<file path="config.mk">
export PLATFORM = sky130hd
export DESIGN_NAME = lsf_shutdown_ctrl
export DESIGN_NICKNAME = d
export VERILOG_FILES = /design/src/rtl/lsf_pkg.sv /design/src/rtl/lsf_qt_mask.sv /design/src/rtl/lsf_chan_ctrl.sv /design/src/rtl/lsf_shutdown_ctrl.sv
export SDC_FILE = /design/constraint.sdc
export NUM_CORES = 1
export LEC_CHECK = 0
export BUFFER_PORTS_ARGS = -buffer_cell sky130_fd_sc_hd__buf_2
export CAP_MARGIN = 30
export CORE_MARGIN = 2
export CORE_UTILIZATION = 32
export CTS_CLUSTER_DIAMETER = 60
export DETAILED_ROUTE_END_ITERATION = 10
export GPL_ROUTABILITY_DRIVEN = 0
export GPL_TIMING_DRIVEN = 1
export PLACE_DENSITY = 0.5
export SLEW_MARGIN = 20
export SYNTH_ARGS = -nofsm -noshare
export SYNTH_HDL_FRONTEND = slang
export SYNTH_HIERARCHICAL = 1
export SYNTH_SLANG_ARGS = --single-unit
</file>
<file path="constraint.sdc">
create_clock -name clk -period 4.2 [get_ports clk]
set_input_delay 0.63 -clock clk [delete_from_list [all_inputs] [get_ports clk]]
set_output_delay 0.63 -clock clk [all_outputs]
set_load 0.01 [all_outputs]
</file>
<file path="src/rtl/lsf_pkg.sv">
package lsf_pkg;

    // Per-channel lifecycle: disabled, recovery window, normal operation
    typedef enum logic [1:0] {
        CH_DIS  = 2'd0,
        CH_WAIT = 2'd1,
        CH_RUN  = 2'd2
    } ch_state_e;

    // One channel's set of quick-trip sources
    typedef struct packed {
        logic pwr_hi;
        logic pwr_lo;
        logic bias_hi;
        logic pwr_hx;
    } qt_set_t;

    // A source counts only when its own enable is set
    function automatic logic qt_hit(qt_set_t flag, qt_set_t en);
        return (flag.pwr_hi  & en.pwr_hi)  |
               (flag.pwr_lo  & en.pwr_lo)  |
               (flag.bias_hi & en.bias_hi) |
               (flag.pwr_hx  & en.pwr_hx);
    endfunction

endpackage

</file>
<file path="src/rtl/lsf_qt_mask.sv">
module lsf_qt_mask
    import lsf_pkg::*;
#(
    parameter int NCH = 2
) (
    input  logic [NCH-1:0] qt_pwr_hi,
    input  logic [NCH-1:0] qt_pwr_lo,
    input  logic [NCH-1:0] qt_bias_hi,
    input  logic [NCH-1:0] qt_pwr_hx,
    input  logic [NCH-1:0] mask_pwr_hi,
    input  logic [NCH-1:0] mask_pwr_lo,
    input  logic [NCH-1:0] mask_bias_hi,
    input  logic [NCH-1:0] hx_enable,
    output logic [NCH-1:0] hit
);

    for (genvar ch = 0; ch < NCH; ch++) begin : g_ch
        qt_set_t flags, enables;

        always_comb begin
            flags   = '{pwr_hi: qt_pwr_hi[ch], pwr_lo: qt_pwr_lo[ch],
                        bias_hi: qt_bias_hi[ch], pwr_hx: qt_pwr_hx[ch]};
            enables = '{pwr_hi: mask_pwr_hi[ch], pwr_lo: mask_pwr_lo[ch],
                        bias_hi: mask_bias_hi[ch], pwr_hx: hx_enable[ch]};
            hit[ch] = qt_hit(flags, enables);
        end
    end

endmodule

</file>
<file path="src/rtl/lsf_chan_ctrl.sv">
module lsf_chan_ctrl
    import lsf_pkg::*;
#(
    parameter int WAIT_CYC = 16
) (
    input  logic clk,
    input  logic rst,
    input  logic dis,
    input  logic hit,
    input  logic latch_mode,
    output logic fault,
    output logic shutdown
);

    localparam int CW = $clog2(WAIT_CYC + 1);
    localparam logic [CW-1:0] LAST = CW'(WAIT_CYC - 1);

    ch_state_e     state_q;
    logic [CW-1:0] cnt_q;
    logic          fault_q;

    always_ff @(posedge clk) begin
        if (rst) begin
            state_q <= CH_WAIT;
            cnt_q   <= '0;
            fault_q <= 1'b0;
        end else if (dis) begin
            state_q <= CH_DIS;
            cnt_q   <= '0;
            fault_q <= 1'b0;
        end else begin
            unique case (state_q)
                CH_DIS: begin
                    state_q <= CH_WAIT;
                    cnt_q   <= '0;
                    fault_q <= 1'b0;
                end
                CH_WAIT: begin
                    fault_q <= 1'b0;
                    if (cnt_q == LAST) begin
                        state_q <= CH_RUN;
                        cnt_q   <= '0;
                    end else begin
                        cnt_q <= cnt_q + 1'b1;
                    end
                end
                CH_RUN: begin
                    fault_q <= latch_mode ? (fault_q | hit) : hit;
                end
                default: begin
                    state_q <= CH_WAIT;
                    cnt_q   <= '0;
                    fault_q <= 1'b0;
                end
            endcase
        end
    end

    assign fault    = fault_q;
    assign shutdown = dis | (state_q != CH_RUN) | fault_q;

    // a sampled disable clears the fault on the next edge
    a_r6_dis_clears: assert property (@(posedge clk) disable iff (rst)
        dis |=> !fault);

    // releasing the disable keeps the driver off
    a_r7_release_holds: assert property (@(posedge clk) disable iff (rst)
        $fell(dis) |=> shutdown);

    // window counter never passes its terminal count
    a_r7_cnt_bound: assert property (@(posedge clk) disable iff (rst)
        cnt_q <= LAST);

    // non-latched fault follows the previous cycle's trip
    a_r3_follow: assert property (@(posedge clk) disable iff (rst)
        (state_q == CH_RUN && !latch_mode && !dis) |=> (fault == $past(hit)));

    // latched fault holds without a disable
    a_r4_hold: assert property (@(posedge clk) disable iff (rst)
        (latch_mode && fault && !dis) |=> fault);

endmodule

</file>
<file path="src/rtl/lsf_shutdown_ctrl.sv">
module lsf_shutdown_ctrl
    import lsf_pkg::*;
#(
    parameter int NCH         = 2,
    parameter int TICK_DIV    = 125000,
    parameter int RESET_TICKS = 130
) (
    input  logic           clk,
    input  logic           rst,
    input  logic [NCH-1:0] qt_pwr_hi,
    input  logic [NCH-1:0] qt_pwr_lo,
    input  logic [NCH-1:0] qt_bias_hi,
    input  logic [NCH-1:0] qt_pwr_hx,
    input  logic [NCH-1:0] mask_pwr_hi,
    input  logic [NCH-1:0] mask_pwr_lo,
    input  logic [NCH-1:0] mask_bias_hi,
    input  logic [NCH-1:0] hx_enable,
    input  logic [NCH-1:0] txdis_pin,
    input  logic [NCH-1:0] sw_txdis,
    input  logic           latch_mode,
    output logic           fault_drive,
    output logic [NCH-1:0] shutdown,
    output logic [NCH-1:0] sts_txdis_pin,
    output logic [NCH-1:0] sts_sw_txdis,
    output logic           sts_fault
);

    localparam int WAIT_CYC = TICK_DIV * RESET_TICKS;

    logic [NCH-1:0] hit_w;
    logic [NCH-1:0] fault_w;
    logic [NCH-1:0] dis_w;

    assign dis_w = txdis_pin | sw_txdis;

    lsf_qt_mask #(.NCH(NCH)) u_mask (
        .qt_pwr_hi    (qt_pwr_hi),
        .qt_pwr_lo    (qt_pwr_lo),
        .qt_bias_hi   (qt_bias_hi),
        .qt_pwr_hx    (qt_pwr_hx),
        .mask_pwr_hi  (mask_pwr_hi),
        .mask_pwr_lo  (mask_pwr_lo),
        .mask_bias_hi (mask_bias_hi),
        .hx_enable    (hx_enable),
        .hit          (hit_w)
    );

    for (genvar ch = 0; ch < NCH; ch++) begin : g_chan
        lsf_chan_ctrl #(.WAIT_CYC(WAIT_CYC)) u_chan (
            .clk        (clk),
            .rst        (rst),
            .dis        (dis_w[ch]),
            .hit        (hit_w[ch]),
            .latch_mode (latch_mode),
            .fault      (fault_w[ch]),
            .shutdown   (shutdown[ch])
        );
    end

    assign fault_drive   = |fault_w;
    assign sts_fault     = fault_drive;
    assign sts_txdis_pin = txdis_pin;
    assign sts_sw_txdis  = sw_txdis;

    // the fault line only rises after an unmasked trip
    a_r1_rise_needs_hit: assert property (@(posedge clk) disable iff (rst)
        $rose(fault_drive) |-> $past(|hit_w));

    // the fault line is released on the edge after a reset
    a_r10_reset_release: assert property (@(posedge clk)
        rst |=> !fault_drive);

endmodule

</file>
Yosys cells after proc, flatten, opt, wreduce, memory -nomap -nowiden
Cells that the tools add are included.

word-level totals
  register bits after elaboration = 54
  latch bits = 0
  RAM bits = 0
  memory bits (read-only) = 0
  input bits = 23
  word-level logic and storage cells = 68
  memories kept = 0

cells by class
  add/sub/neg operators = 2
  multiply operators = 0
  div/mod/pow operators = 0
  $lt $le $gt $ge = 0
  eq/ne operators = 14
  shift-type cells = 0
  muxes and demuxes = 12
  bitwise operators = 23
  reduce and logical (&&, ||, !) cells = 9

operators by type and width
  cell                   number
  $pmux 24 s2            2
  $add 24x1->24 const B  2
  $eq 24x24->1 const B   2
  $mux 24                2
  $or 1x1->1             12
  $and 1x1->1            8
  $ne 2x2->1 const B     4
  $pmux 2 s2             2
  $reduce_and 2->1       4
  $ne 3x2->1 const B     2
  $reduce_or 2->1        3
  $reduce_or 3->1        2
  $eq 2x1->1 const B     2
  $eq 2x2->1 const B     2
  $mux 1                 4
  $mux 2                 2
  $ne 2x1->1 const B     2
  $not 1->1              2
  $or 2x2->2             1

Logic depth before layout (Yosys ltp)
Gate-level depths: netlist (run 1).

  word-level depth = 6
  gate-level depth with buffers = 7
  depth with buffers taken out = 6

Cells and area by module
The synthesis (run 1) kept the hierarchy.

modules (own cells, without submodules)
  module             times used  cells an instance  area each (um^2)  seq. area each (um^2)
  lsf_chan_ctrl      2           177                1441.4            540.5
  lsf_shutdown_ctrl  1           8                  56.3              0.0
  lsf_qt_mask        1           6                  37.5              0.0

Worst setup path before layout (run 1)
Ideal clock, no wire load.

  kind = input to register
  from = input sw_txdis[0]
  to = register g_chan[0].u_chan.cnt_q[9]
  library setup time = 0.070 ns
  data arrival time = 1.955 ns
  required time = 4.130 ns
  path slack = 2.175 ns
  stages on the path = 7
  cells stage by stage = or2_1 or2_2 clkbuf_1 nor2_1 clkbuf_1 a21oi_1 a21oi_1

between the ends
  word-level cells in the longest chain between the ends = 2

ends and longest elaborated chain
  what                              line                     source
  from (decl)                       lsf_shutdown_ctrl.sv:19  input logic [NCH-1:0] sw_txdis,
  $or 2x2->2                        lsf_shutdown_ctrl.sv:34  assign dis_w = txdis_pin | sw_txdis;
  $reduce_or 2->1 (no source line)  --
  to (signal assigned)              lsf_chan_ctrl.sv:44      cnt_q <= cnt_q + 1'b1;
  to (decl)                         lsf_chan_ctrl.sv:19      logic [CW-1:0] cnt_q;

No other way between the ends.
A chain may end at the register's enable or synchronous reset.

Final worst setup path (run 1)
  from = register g_chan[0].u_chan.cnt_q[0]
  to = register g_chan[0].u_chan.cnt_q[15]

between the ends
  word-level cells in the longest chain between the ends = 3
  elaborated cells on any way between the ends = 4

ends and longest elaborated chain
  what                                           line                                      source
  $add 24x1->24 or $eq 24x24->1 (tied branches)  lsf_chan_ctrl.sv:44, lsf_chan_ctrl.sv:40
  $mux 24 *                                      lsf_chan_ctrl.sv:40                       if (cnt_q == LAST) begin
  $pmux 24 s2 *                                  lsf_chan_ctrl.sv:32                       unique case (state_q)

Mark *: on every way between the ends. The rest lies on a longest branch, timed or not.

==> impl_metrics.prom, run 1 <==
# TYPE chip_impl_metric gauge
chip_impl_info{name="run_status",value="finished, final reports clean"} 1
chip_impl_metric{name="routedLengthMet1",unit="mm"} 3.31
chip_impl_metric{name="final_hold_viol_count",unit=""} 0
chip_impl_metric{name="slew_headroom",unit="%"} 54.5
chip_impl_metric{name="layout-drive-gt1-share",unit="%"} 16.0
chip_impl_info{name="mostFrequentLayoutCells",value="sky130_fd_sc_hd__dfxtp_1, sky130_fd_sc_hd__nand2_1, sky130_fd_sc_hd__buf_2, sky130_fd_sc_hd__nand3_1, sky130_fd_sc_hd__nor2_1"} 1
chip_impl_info{name="most_common_cell_after_layout_fill_and_taps_aside",value="sky130_fd_sc_hd__dfxtp_1"} 1
chip_impl_metric{name="ioPinCount",unit=""} 31
chip_impl_metric{name="synthesis.nets",unit=""} 393
chip_impl_metric{name="cts_hold_buf",unit=""} 0
chip_impl_metric{name="grt_pass1_vias",unit=""} 2506
chip_impl_metric{name="r2r.worst_path.cells",unit=""} 7
chip_impl_metric{name="dr_total_vias",unit=""} 2731
chip_impl_metric{name="timing.critical_path.fanout_max",unit=""} 16
chip_impl_metric{name="synthesis.yosys.warnings",unit=""} 6
chip_impl_metric{name="floorplan.die.height",unit="µm"} 100
chip_impl_metric{name="timing.critical_path.arrival",unit="ps"} 2420
chip_impl_metric{name="htree_num_levels",unit=""} 2
chip_impl_metric{name="placed_cell_area",unit="µm²"} 3220
chip_impl_metric{name="routed_wl",unit="mm"} 6.93
chip_impl_metric{name="port-buffer-count",unit=""} 30
chip_impl_metric{name="layout.nets",unit=""} 419
chip_impl_metric{name="worst_path_bufs_invs",unit=""} 1
chip_impl_metric{name="worst_hold_path.num_cells",unit=""} 1
chip_impl_metric{name="syn-cell-area",unit="µm²"} 2980
chip_impl_metric{name="worst-endpoint-required",unit="ps"} 4410
chip_impl_metric{name="area_growth",unit="%"} 10.9
chip_impl_metric{name="layout.cell_area.non_filler",unit="µm²"} 3300
chip_impl_metric{name="drc",unit=""} 0
chip_impl_metric{name="route.met2.wl",unit="mm"} 3.32
chip_impl_info{name="crit_path_cell_trace",value="ha_1 -> nand3_2 -> nor4_4 -> a21oi_2 -> buf_6 -> and3_1 -> a221o_1"} 1
chip_impl_metric{name="fin_total_pwr",unit="µW"} 838
chip_impl_metric{name="first_pass_iters",unit=""} 6
chip_impl_info{name="end_kind",value="flop"} 1
chip_impl_metric{name="tritoncts.num_buffers",unit=""} 5
chip_impl_metric{name="number_of_logic_stages_on_the_critical_path_including_buffering",unit=""} 7
chip_impl_metric{name="crit_path_max_incr_delay",unit="ps"} 410
chip_impl_metric{name="period_needed",unit="ps"} 2210
chip_impl_info{name="critPathSlowestCell",value="sky130_fd_sc_hd__dfxtp_1"} 1
chip_impl_metric{name="n_fill_cell",unit=""} 957
chip_impl_metric{name="post-route-period-util",unit="%"} 52.6
chip_impl_metric{name="grt_max_degree",unit=""} 37
chip_impl_metric{name="post-cts-setup-buffers",unit=""} 0
chip_impl_metric{name="die-width",unit="µm"} 100
chip_impl_metric{name="fin_worst_skew",unit="ps"} 13.4
chip_impl_info{name="cts.root.buffer_cell",value="sky130_fd_sc_hd__clkbuf_8"} 1
chip_impl_info{name="rsz_0062_raised_after_global_routing",value="no"} 1
chip_impl_metric{name="timing.final.setup_violations",unit=""} 0
chip_impl_metric{name="drt_iter0_drc",unit=""} 115
chip_impl_info{name="startpoint_type_of_the_worst_setup_path",value="flop"} 1
chip_impl_metric{name="max-clock-path-buffers",unit=""} 2
chip_impl_metric{name="synth_cells",unit=""} 368
chip_impl_metric{name="ys_seq_area_share",unit="%"} 36.3
chip_impl_metric{name="detailed_place_hpwl",unit="mm"} 5.04
chip_impl_info{name="path_class",value="reg2reg"} 1
chip_impl_metric{name="max-vdd-ir-drop",unit="mV"} 0.110
chip_impl_metric{name="p_leak",unit="µW"} 0.00122
chip_impl_metric{name="globalRouteTotalUtil",unit="%"} 14.4
chip_impl_metric{name="cts.sink_count",unit=""} 54
chip_impl_metric{name="fmax",unit="MHz"} 452
chip_impl_metric{name="fin_setup_tns",unit="ps"} 0
chip_impl_metric{name="antenna_violating_nets_post_route",unit=""} 0
chip_impl_metric{name="p_per_area",unit="nW/µm²"} 254
chip_impl_metric{name="grt_pass1_wl",unit="mm"} 11.9
chip_impl_metric{name="core-area",unit="µm²"} 9150
chip_impl_metric{name="max_slew.worst_pin.slew",unit="ps"} 683
chip_impl_metric{name="wl_met3",unit="µm"} 203
chip_impl_info{name="highest-signal-layer",value="met4"} 1
chip_impl_info{name="category_of_cells_accounting_for_the_largest_share_of_critical_path_delay",value="simple AND/OR/NAND/NOR gates"} 1
chip_impl_metric{name="synth_cell_types",unit=""} 44
chip_impl_metric{name="synthesis.area_per_instance",unit="µm²"} 8.09
chip_impl_metric{name="post_cts_resized",unit=""} 0
chip_impl_info{name="holdCritPathClass",value="reg2reg"} 1
chip_impl_metric{name="path_clk_slew",unit="ps"} 100
chip_impl_metric{name="cap_violations",unit=""} 0
chip_impl_metric{name="antenna_cells",unit=""} 0
chip_impl_metric{name="full_die_area",unit="µm²"} 10100
chip_impl_info{name="cts_tree",value="built"} 1
chip_impl_metric{name="route.detailed.wl_per_inst",unit="µm"} 13.7
chip_impl_metric{name="rows",unit=""} 35
chip_impl_metric{name="worst_skew_late_latency",unit="ps"} 310
chip_impl_metric{name="vias_per_cell",unit=""} 5.41
chip_impl_metric{name="slew_violations",unit=""} 0
chip_impl_metric{name="initial_antenna_violation_count",unit=""} 0
chip_impl_metric{name="globalRoute.totalOverflow",unit=""} 0
chip_impl_metric{name="synth-seq-cells",unit=""} 54
chip_impl_metric{name="starting_density_of_the_core",unit="%"} 32.5
[per-stage QoR]
stage               util [%]  std cells  hold slack [ps]  setup WS, ps
finish                  36.1        505              481          1990
detailed placement      35.2        498              464          1760
CTS                     36.1        505              494          1970
global placement        34.9        495              451          1540
floorplan                  -        368              431          2180
global route            36.1        505              517          1830
[state kept, by name (all words and copies together) (netlist names)]
name / cells
g_chan.u_chan/fault: 2
g_chan.u_chan/cnt_q: 48
g_chan.u_chan/state_q: 4
[cells by family after synthesis]
family                     after synthesis  share of synthesized area [%]
and+or+nand+nor                        193                           37.4
muxes                                    4                           1.35
buffers and inverters                   25                           4.12
DFF                                     54                           36.3
AOI/OAI and AO/OA                       84                           18.2
xor gates and xnor gates                 6                           1.77
adders and majority gates                2                          0.841
[cell usage after synthesis]
library cell,count,area (µm²)
sky130_fd_sc_hd__dfxtp_1,54,1080
sky130_fd_sc_hd__o211ai_1,2,15.0
sky130_fd_sc_hd__a21oi_1,22,110
sky130_fd_sc_hd__a22oi_1,6,45.0
sky130_fd_sc_hd__and3_1,10,62.6
sky130_fd_sc_hd__xor2_1,2,17.5
sky130_fd_sc_hd__or2_2,2,12.5
sky130_fd_sc_hd__nand3_2,6,60.1
sky130_fd_sc_hd__a31oi_1,24,150
sky130_fd_sc_hd__nor2_1,28,105
sky130_fd_sc_hd__a22o_1,6,52.6
sky130_fd_sc_hd__nor4b_1,2,17.5
sky130_fd_sc_hd__inv_1,8,30.0
sky130_fd_sc_hd__nor4_2,2,25.0
sky130_fd_sc_hd__or3b_1,4,35.0
sky130_fd_sc_hd__nor2b_1,4,25.0
sky130_fd_sc_hd__nand4_2,2,25.0
sky130_fd_sc_hd__buf_2,8,40.0
sky130_fd_sc_hd__and2_1,2,12.5
sky130_fd_sc_hd__nand2_1,50,188
sky130_fd_sc_hd__nor4_1,2,12.5
sky130_fd_sc_hd__and4b_1,2,20.0
sky130_fd_sc_hd__mux2i_1,4,40.0
sky130_fd_sc_hd__and4_1,2,17.5
sky130_fd_sc_hd__nor3_2,2,20.0
sky130_fd_sc_hd__or3_1,6,37.5
sky130_fd_sc_hd__a21o_1,2,15.0
sky130_fd_sc_hd__o2bb2ai_1,2,17.5
sky130_fd_sc_hd__clkbuf_1,4,15.0
sky130_fd_sc_hd__a21oi_2,2,17.5
sky130_fd_sc_hd__nor3_1,8,40.0
sky130_fd_sc_hd__a221o_1,2,20.0
sky130_fd_sc_hd__o21a_1,2,15.0
sky130_fd_sc_hd__nand4_1,16,100
sky130_fd_sc_hd__buf_4,5,37.5
sky130_fd_sc_hd__o21ai_0,10,50.1
sky130_fd_sc_hd__a41oi_1,4,35.0
sky130_fd_sc_hd__nor4_4,4,85.1
sky130_fd_sc_hd__nand3b_1,2,15.0
sky130_fd_sc_hd__ha_1,2,25.0
sky130_fd_sc_hd__xnor2_1,4,35.0
sky130_fd_sc_hd__or2_1,3,18.8
sky130_fd_sc_hd__nand2b_1,6,37.5
sky130_fd_sc_hd__nand3_1,28,140
[cell type report]
cell class | count | area, µm² | share of cell area [%]
clock inverters | 2 | 10.0 | 0.303
repair buffers | 36 | 199 | 6.03
multi-input cells | 289 | 1770 | 53.7
well taps | 111 | 139 | 4.21
inverters | 8 | 30.0 | 0.910
flip-flops and latches | 54 | 1080 | 32.8
clock buffers | 5 | 68.8 | 2.08
[where the power goes]
group          total, µW  internal (µW)  switching (µW)
Combinational       42.3           19.7            22.6
Sequential           516            514            2.00
Clock                280            113             168
Total                838            646             192
[metal layers]
metal  track usage [%]  up-vias
li1                  -     1421
met1              19.3     1270
met2              23.6       34
met3              2.44        6
met4              4.53        0
met5                 0        -
[final timing paths]
kind                                                start                                      end  slack (ps)
setup / recovery   g_chan[0].u_chan/cnt_q[0]$_SDFFE_PP0P_  g_chan[0].u_chan/cnt_q[15]$_SDFFE_PP0P_        1990
hold / removal    g_chan[1].u_chan/cnt_q[23]$_SDFFE_PP0P_  g_chan[1].u_chan/cnt_q[23]$_SDFFE_PP0P_         480
setup reg to reg   g_chan[0].u_chan/cnt_q[0]$_SDFFE_PP0P_  g_chan[0].u_chan/cnt_q[15]$_SDFFE_PP0P_        1990
hold reg to reg   g_chan[1].u_chan/cnt_q[23]$_SDFFE_PP0P_  g_chan[1].u_chan/cnt_q[23]$_SDFFE_PP0P_         480
(Power assumes the default switching activity.)
==> run 2, diff against run 1 <==
==> constraint.sdc (replaced) <==
create_clock -name clk -period 2.05 [get_ports clk]
set_input_delay 0.3075 -clock clk [delete_from_list [all_inputs] [get_ports clk]]
set_output_delay 0.3075 -clock clk [all_outputs]
set_load 0.01 [all_outputs]
==> impl_metrics.prom, run 2 (same netlist as run 1, synthesis figures left out) <==
# TYPE chip_impl_metric gauge
chip_impl_metric{name="cap_violations",unit=""} 0
chip_impl_metric{name="path_clk_slew",unit="ps"} 100
chip_impl_metric{name="slew_headroom",unit="%"} 72.1
chip_impl_metric{name="starting_density_of_the_core",unit="%"} 32.5
chip_impl_metric{name="largest_register_ffs",unit=""} 48
chip_impl_metric{name="full_die_area",unit="µm²"} 10100
chip_impl_info{name="holdCritPathClass",value="in2reg"} 1
chip_impl_metric{name="grt_pass1_vias",unit=""} 2572
chip_impl_metric{name="tritoncts.num_buffers",unit=""} 5
chip_impl_metric{name="worst_skew_late_latency",unit="ps"} 310
chip_impl_metric{name="placed_cell_area",unit="µm²"} 3370
chip_impl_metric{name="p_leak",unit="µW"} 0.00134
chip_impl_metric{name="ioPinCount",unit=""} 31
chip_impl_metric{name="max_slew.worst_pin.slew",unit="ps"} 418
chip_impl_metric{name="fin_setup_tns",unit="ps"} 0
chip_impl_metric{name="post-route-period-util",unit="%"} 94.2
chip_impl_metric{name="layout.cell_area.non_filler",unit="µm²"} 3490
chip_impl_metric{name="fin_worst_skew",unit="ps"} 10.5
chip_impl_metric{name="post_place_cells",unit=""} 515
chip_impl_info{name="startpoint_type_of_the_worst_setup_path",value="flop"} 1
chip_impl_info{name="top_register",value="g_chan.u_chan/cnt_q"} 1
chip_impl_metric{name="globalRoute.totalOverflow",unit=""} 0
chip_impl_metric{name="post-cts-setup-buffers",unit=""} 0
chip_impl_info{name="path_class",value="reg2reg"} 1
chip_impl_metric{name="antenna_violating_nets_post_route",unit=""} 0
chip_impl_metric{name="final_hold_viol_count",unit=""} 0
chip_impl_info{name="most_common_cell_after_layout_fill_and_taps_aside",value="sky130_fd_sc_hd__dfxtp_1"} 1
chip_impl_metric{name="initial_antenna_violation_count",unit=""} 0
chip_impl_metric{name="detailed_place_hpwl",unit="mm"} 5.17
chip_impl_metric{name="first_pass_iters",unit=""} 4
chip_impl_metric{name="cts.sink_count",unit=""} 54
chip_impl_metric{name="slew_violations",unit=""} 0
chip_impl_metric{name="layout-drive-gt1-share",unit="%"} 19.9
chip_impl_metric{name="period_needed",unit="ps"} 1930
chip_impl_metric{name="drt_iter0_drc",unit=""} 63
chip_impl_info{name="rsz_0062_raised_after_global_routing",value="no"} 1
chip_impl_metric{name="grt_pass1_wl",unit="mm"} 12.1
chip_impl_metric{name="dr_total_vias",unit=""} 2783
chip_impl_metric{name="routed_wl",unit="mm"} 7.10
chip_impl_metric{name="rows",unit=""} 35
chip_impl_metric{name="fmax",unit="MHz"} 518
chip_impl_metric{name="timing.final.ws_setup",unit="ps"} 119
chip_impl_metric{name="area_growth",unit="%"} 17.1
chip_impl_info{name="cts.root.buffer_cell",value="sky130_fd_sc_hd__clkbuf_8"} 1
chip_impl_info{name="cts_tree",value="built"} 1
chip_impl_metric{name="antenna_cells",unit=""} 0
chip_impl_info{name="run_status",value="finished, final reports clean"} 1
chip_impl_metric{name="grt_max_degree",unit=""} 37
chip_impl_metric{name="max-vdd-ir-drop",unit="mV"} 0.251
chip_impl_metric{name="dpl_worst_slack",unit="ps"} 103
chip_impl_metric{name="final_core_util",unit="%"} 38.1
chip_impl_metric{name="cts_hold_buf",unit=""} 0
chip_impl_metric{name="timing.critical_path.arrival",unit="ps"} 2140
chip_impl_metric{name="drc",unit=""} 0
chip_impl_metric{name="max-clock-path-buffers",unit=""} 2
chip_impl_info{name="mostFrequentLayoutCells",value="sky130_fd_sc_hd__dfxtp_1, sky130_fd_sc_hd__nand2_1, sky130_fd_sc_hd__buf_2, sky130_fd_sc_hd__nand3_1, sky130_fd_sc_hd__nor2_1"} 1
chip_impl_metric{name="timing.final.setup_violations",unit=""} 0
chip_impl_metric{name="timing.critical_path.fanout_max",unit=""} 29
chip_impl_info{name="end_kind",value="flop"} 1
chip_impl_metric{name="core-area",unit="µm²"} 9150
chip_impl_metric{name="floorplan.die.height",unit="µm"} 100
chip_impl_metric{name="port-buffer-count",unit=""} 30
chip_impl_metric{name="die-width",unit="µm"} 100
chip_impl_metric{name="route.detailed.wl_per_inst",unit="µm"} 13.6
chip_impl_metric{name="htree_num_levels",unit=""} 2
chip_impl_metric{name="worst-endpoint-required",unit="ps"} 2260
chip_impl_metric{name="p_per_area",unit="nW/µm²"} 536
chip_impl_metric{name="globalRouteTotalUtil",unit="%"} 14.7
chip_impl_metric{name="final_cells",unit=""} 523
chip_impl_metric{name="layout.nets",unit=""} 436
chip_impl_metric{name="vias_per_cell",unit=""} 5.32
[run 2: cell count changes in the layout (fill, tap and decap cells not counted), sizes merged]
cell / change
buf: +17
bufinv: +1
[run 2: critical path: stages, from the launching register on]
cell	delay, ps
sky130_fd_sc_hd__dfxtp_1	440
sky130_fd_sc_hd__nand4_1	280
sky130_fd_sc_hd__nor4_4	410
sky130_fd_sc_hd__a21oi_2	120
sky130_fd_sc_hd__buf_12	170
sky130_fd_sc_hd__and3_1	160
sky130_fd_sc_hd__a221o_1	250
[run 2: path summary, 6_finish.rpt]
kind                                                start                                       to  slack [ps]  cells after the start
hold reg to reg   g_chan[1].u_chan/cnt_q[23]$_SDFFE_PP0P_  g_chan[1].u_chan/cnt_q[23]$_SDFFE_PP0P_         500                      1
setup reg to reg  g_chan[0].u_chan/cnt_q[13]$_SDFFE_PP0P_  g_chan[0].u_chan/cnt_q[15]$_SDFFE_PP0P_         120                      6
hold / removal                                 latch_mode        g_chan[1].u_chan/fault$_SDFF_PP0_         240                      3
setup / recovery  g_chan[0].u_chan/cnt_q[13]$_SDFFE_PP0P_  g_chan[0].u_chan/cnt_q[15]$_SDFFE_PP0P_         120                      6
[run 2: through the flow]
stage	power, µW	hold slack (ps)
floorplan	1140	393
global placement	1170	458
detailed placement	1170	475
CTS	1900	230
global route	1960	261
finish	1870	237
[run 2: repair_timing]
action,4_1_cts,5_1_grt
resized for setup,0,2
endpoints found under the hold margin,0,0
setup endpoints to repair,0,5
[run 2: final cells by class]
| type | instances | area (µm²) |
|---|---|---|
| Inverter | 8 | 30.0 |
| Tap cell | 111 | 139 |
| Clock inverter | 3 | 40.0 |
| Clock buffer | 5 | 68.8 |
| Timing Repair Buffer | 53 | 348 |
| Multi-Input combinational cell | 289 | 1780 |
| Fill cell | 946 | 5670 |
| Sequential cell | 54 | 1080 |
[run 2: power breakdown]
part	leakage [µW]	internal, µW	switching [µW]	total [µW]
sequential	0.000436	1050	3.18	1060
combinational	0.000849	44.1	48.2	92.3
clock	0.0000579	361	361	721
total	0.00134	1460	412	1870
[run 2: metal layers]
layer | vias to the layer above | wire (µm) | part of all wire [%] | GRT usage [%]
met2 | 20 | 3460 | 49 | 25.0
li1 | 1458 | - | - | -
met5 | - | 0 | 0 | 0
met3 | 2 | 157 | 2.2 | 2.37
met4 | 0 | 47 | 0.66 | 3.69
met1 | 1303 | 3430 | 48 | 19.5
==> run 3, diff against run 2 <==
--- a/config.mk
+++ b/config.mk
@@ -13,9 +13,8 @@
 export DETAILED_ROUTE_END_ITERATION = 10
 export GPL_ROUTABILITY_DRIVEN = 0
 export GPL_TIMING_DRIVEN = 1
-export PLACE_DENSITY = 0.5
+export PLACE_DENSITY = 0.51
 export SLEW_MARGIN = 20
 export SYNTH_ARGS = -nofsm -noshare
 export SYNTH_HDL_FRONTEND = slang
-export SYNTH_HIERARCHICAL = 1
 export SYNTH_SLANG_ARGS = --single-unit
==> constraint.sdc (replaced) <==
create_clock -name clk -period 1.7 [get_ports clk]
set_input_delay 0.255 -clock clk [delete_from_list [all_inputs] [get_ports clk]]
set_output_delay 0.255 -clock clk [all_outputs]
set_load 0.01 [all_outputs]
==> impl_metrics.prom, run 3 <==
# TYPE chip_impl_metric gauge
chip_impl_info{name="failing_checks",value="setup timing"} 1
chip_impl_info{name="path_class",value="reg2reg"} 1
chip_impl_metric{name="period_needed",unit="ps"} 1910
chip_impl_info{name="yosysMostFrequentCell",value="sky130_fd_sc_hd__dfxtp_1"} 1
chip_impl_metric{name="routed_wl",unit="mm"} 8.82
chip_impl_info{name="netlist_top_cells_area",value="sky130_fd_sc_hd__dfxtp_1, sky130_fd_sc_hd__nand3_1, sky130_fd_sc_hd__nor2_1"} 1
chip_impl_metric{name="fin_worst_skew",unit="ps"} 10.6
chip_impl_metric{name="p_leak",unit="µW"} 0.00188
chip_impl_metric{name="rows",unit=""} 34
chip_impl_metric{name="fmax",unit="MHz"} 523
chip_impl_metric{name="core-area",unit="µm²"} 8810
chip_impl_info{name="holdCritPathClass",value="in2reg"} 1
chip_impl_metric{name="grt_pass1_wl",unit="mm"} 14.3
chip_impl_info{name="run_status",value="finished with violations"} 1
chip_impl_metric{name="post-route-period-util",unit="%"} 112
chip_impl_metric{name="port-buffer-count",unit=""} 30
chip_impl_info{name="critPathSlowestCell",value="sky130_fd_sc_hd__or4b_4"} 1
chip_impl_info{name="crit_path_cell_trace",value="or4b_4 -> nor4_4 -> a211oi_2 -> buf_12 -> and3_1 -> a221o_1"} 1
chip_impl_metric{name="globalRouteTotalUtil",unit="%"} 17.7
chip_impl_metric{name="synthesis.area_per_instance",unit="µm²"} 8.28
chip_impl_info{name="critical_path.reg2reg.startpoint",value="g_chan[1].u_chan.cnt_q[4]$_SDFFE_PP0P_"} 1
chip_impl_metric{name="area_growth",unit="%"} 56.5
chip_impl_metric{name="timing.final.ws_setup",unit="ps"} -211
chip_impl_metric{name="tritoncts.num_buffers",unit=""} 5
chip_impl_metric{name="synthesis.nets",unit=""} 378
chip_impl_metric{name="timing.final.setup_violations",unit=""} 29
chip_impl_metric{name="async_reset_ff_share",unit="%"} 0
chip_impl_metric{name="cap_violations",unit=""} 0
chip_impl_info{name="dominantRegCellSynth",value="sky130_fd_sc_hd__dfxtp_1"} 1
chip_impl_metric{name="ys_seq_area_share",unit="%"} 37.0
chip_impl_metric{name="starting_density_of_the_core",unit="%"} 33.2
chip_impl_metric{name="p_per_area",unit="nW/µm²"} 495
chip_impl_metric{name="dr_total_vias",unit=""} 3224
chip_impl_metric{name="crit_path_max_incr_delay",unit="ps"} 540
chip_impl_metric{name="route.detailed.wl_per_inst",unit="µm"} 14.6
chip_impl_info{name="highest-signal-layer",value="met4"} 1
chip_impl_metric{name="drc",unit=""} 0
chip_impl_metric{name="die-width",unit="µm"} 99.6
chip_impl_metric{name="layout-drive-gt1-share",unit="%"} 47.9
chip_impl_info{name="startpoint_type_of_the_worst_setup_path",value="flop"} 1
chip_impl_metric{name="synth_cell_types",unit=""} 58
chip_impl_metric{name="synth-seq-cells",unit=""} 54
chip_impl_metric{name="worst-endpoint-required",unit="ps"} 1900
chip_impl_metric{name="antenna_violating_nets_post_route",unit=""} 0
chip_impl_metric{name="detailed_place_hpwl",unit="mm"} 5.79
chip_impl_info{name="mostFrequentLayoutCells",value="sky130_fd_sc_hd__buf_4, sky130_fd_sc_hd__dfxtp_1, sky130_fd_sc_hd__nor2_1, sky130_fd_sc_hd__buf_2, sky130_fd_sc_hd__nand2_1"} 1
chip_impl_metric{name="largest_register_ffs",unit=""} 48
chip_impl_metric{name="slew_headroom",unit="%"} 72.4
chip_impl_metric{name="ioPinCount",unit=""} 31
chip_impl_metric{name="full_die_area",unit="µm²"} 9910
chip_impl_metric{name="drt_iter0_drc",unit=""} 121
chip_impl_info{name="cts_tree",value="built"} 1
chip_impl_info{name="yosys-top-cells-count",value="sky130_fd_sc_hd__dfxtp_1, sky130_fd_sc_hd__nor2_1, sky130_fd_sc_hd__nand3_1"} 1
chip_impl_metric{name="route.met2.wl",unit="mm"} 4.00
chip_impl_info{name="top_register",value="g_chan.u_chan.cnt_q"} 1
chip_impl_metric{name="htree_num_levels",unit=""} 2
chip_impl_metric{name="routedLengthMet1",unit="mm"} 4.30
chip_impl_info{name="end_kind",value="flop"} 1
chip_impl_metric{name="grt_pass1_vias",unit=""} 3061
chip_impl_metric{name="max-clock-path-buffers",unit=""} 2
chip_impl_metric{name="synth_cells",unit=""} 353
chip_impl_info{name="setup.worst_path.start",value="g_chan[1].u_chan.cnt_q[4]$_SDFFE_PP0P_"} 1
chip_impl_metric{name="timing.critical_path.fanout_max",unit=""} 27
chip_impl_metric{name="antenna_cells",unit=""} 0
chip_impl_metric{name="max-vdd-ir-drop",unit="mV"} 0.295
chip_impl_info{name="most_common_cell_after_layout_fill_and_taps_aside",value="sky130_fd_sc_hd__buf_4"} 1
chip_impl_metric{name="initial_antenna_violation_count",unit=""} 0
chip_impl_info{name="yosysTopAreaCell",value="sky130_fd_sc_hd__dfxtp_1"} 1
chip_impl_metric{name="syn-cell-area",unit="µm²"} 2920
chip_impl_metric{name="synthesis.yosys.warnings",unit=""} 0
chip_impl_metric{name="layout.nets",unit=""} 519
chip_impl_metric{name="dpl_worst_slack",unit="ps"} -223
chip_impl_metric{name="path_clk_slew",unit="ps"} 110
chip_impl_metric{name="wl_met3",unit="µm"} 409
chip_impl_metric{name="first_pass_iters",unit=""} 4
chip_impl_metric{name="synth_top_area_share",unit="%"} 37.0
chip_impl_metric{name="max_slew.worst_pin.slew",unit="ps"} 413
chip_impl_metric{name="cts.sink_count",unit=""} 54
chip_impl_metric{name="grt_max_degree",unit=""} 28
chip_impl_metric{name="final_hold_viol_count",unit=""} 0
chip_impl_metric{name="timing.critical_path.arrival",unit="ps"} 2110
chip_impl_metric{name="fin_total_pwr",unit="µW"} 2260
chip_impl_info{name="min-delay-start",value="mask_bias_hi[0]"} 1
chip_impl_metric{name="globalRoute.totalOverflow",unit=""} 0
chip_impl_info{name="cts.root.buffer_cell",value="sky130_fd_sc_hd__clkbuf_8"} 1
chip_impl_metric{name="worst_skew_late_latency",unit="ps"} 310
chip_impl_metric{name="floorplan.die.height",unit="µm"} 99.6
chip_impl_metric{name="vias_per_cell",unit=""} 5.35
chip_impl_info{name="rsz_0062_raised_after_global_routing",value="yes"} 1
chip_impl_metric{name="slew_violations",unit=""} 0
chip_impl_metric{name="number_of_enable_type_register_cells_in_the_synthesized_netlist",unit=""} 0
==> run 3: repair_timing <==
item                       CTS  global route
hold buffers                 0             0
cloned                       3             1
setup buffers               14             8
pin swaps                   29            26
gates resized for setup     53            39
setup endpoints to repair   37            47
==> run 3: final cells by class <==
| type | instances | area [µm²] |
|---|---|---|
| Fill cell | 824 | 4230 |
| Clock inverter | 1 | 8.76 |
| Tap cell | 108 | 135 |
| Clock buffer | 7 | 96.3 |
| Inverter | 6 | 22.5 |
| Sequential cell | 54 | 1100 |
| Timing Repair Buffer | 148 | 1140 |
| Multi-Input combinational cell | 279 | 2080 |
==> run 3: final timing paths <==
kind | to | slack, ps | cells past startpoint
worst min register to register | g_chan[0].u_chan.cnt_q[22]$_SDFFE_PP0P_ | 480 | 1
worst max register to register | g_chan[1].u_chan.cnt_q[18]$_SDFFE_PP0P_ | -210 | 6
worst max-delay path | g_chan[1].u_chan.cnt_q[18]$_SDFFE_PP0P_ | -210 | 6
worst min-delay path | g_chan[0].u_chan.fault$_SDFF_PP0_ | 220 | 3
==> run 3: worst max-delay path: cells and delay by family, from the launching register on <==
family,cells,cell delay [ps]
simple gates,3,880
buf+inv,1,170
compound gates,2,390
flops,1,340
==> run 3: cells by family after synthesis <==
family / share of synthesized area (%)
DFF: 37.0
adders and majority gates: 0.856
AOI/OAI and AO/OA: 20.3
buffers and inverters: 4.50
and+or+nand+nor: 34.2
xor gates and xnor gates: 2.10
muxes: 1.03
==> run 3: power by group <==
group / switching [µW] / internal (µW) / total, µW / leakage, µW
registers: 4.83 / 1270 / 1270 / 0.000442
logic: 76.5 / 84.8 / 161 / 0.00139
clock network: 450 / 375 / 825 / 0.0000544
total: 531 / 1730 / 2260 / 0.00188
==> run 3: through the flow <==
step	hold slack, ps	instances	instance area, µm²	setup TNS, ps	util (%)
after detailed placement	469	573	3930	-3310	44.6
after global routing	259	603	4570	-5740	51.9
final	220	603	4570	-3210	51.9
after global placement	455	573	3930	-2770	44.6
after floorplan	341	353	2990	-1830	-
after CTS	228	597	4390	-2780	49.9
==> run 3: layer usage <==
layer	track usage [%]	vias up
met5	0	-
met4	4.74	0
met3	2.46	8
met2	29.6	79
met1	24.0	1517
li1	-	1620
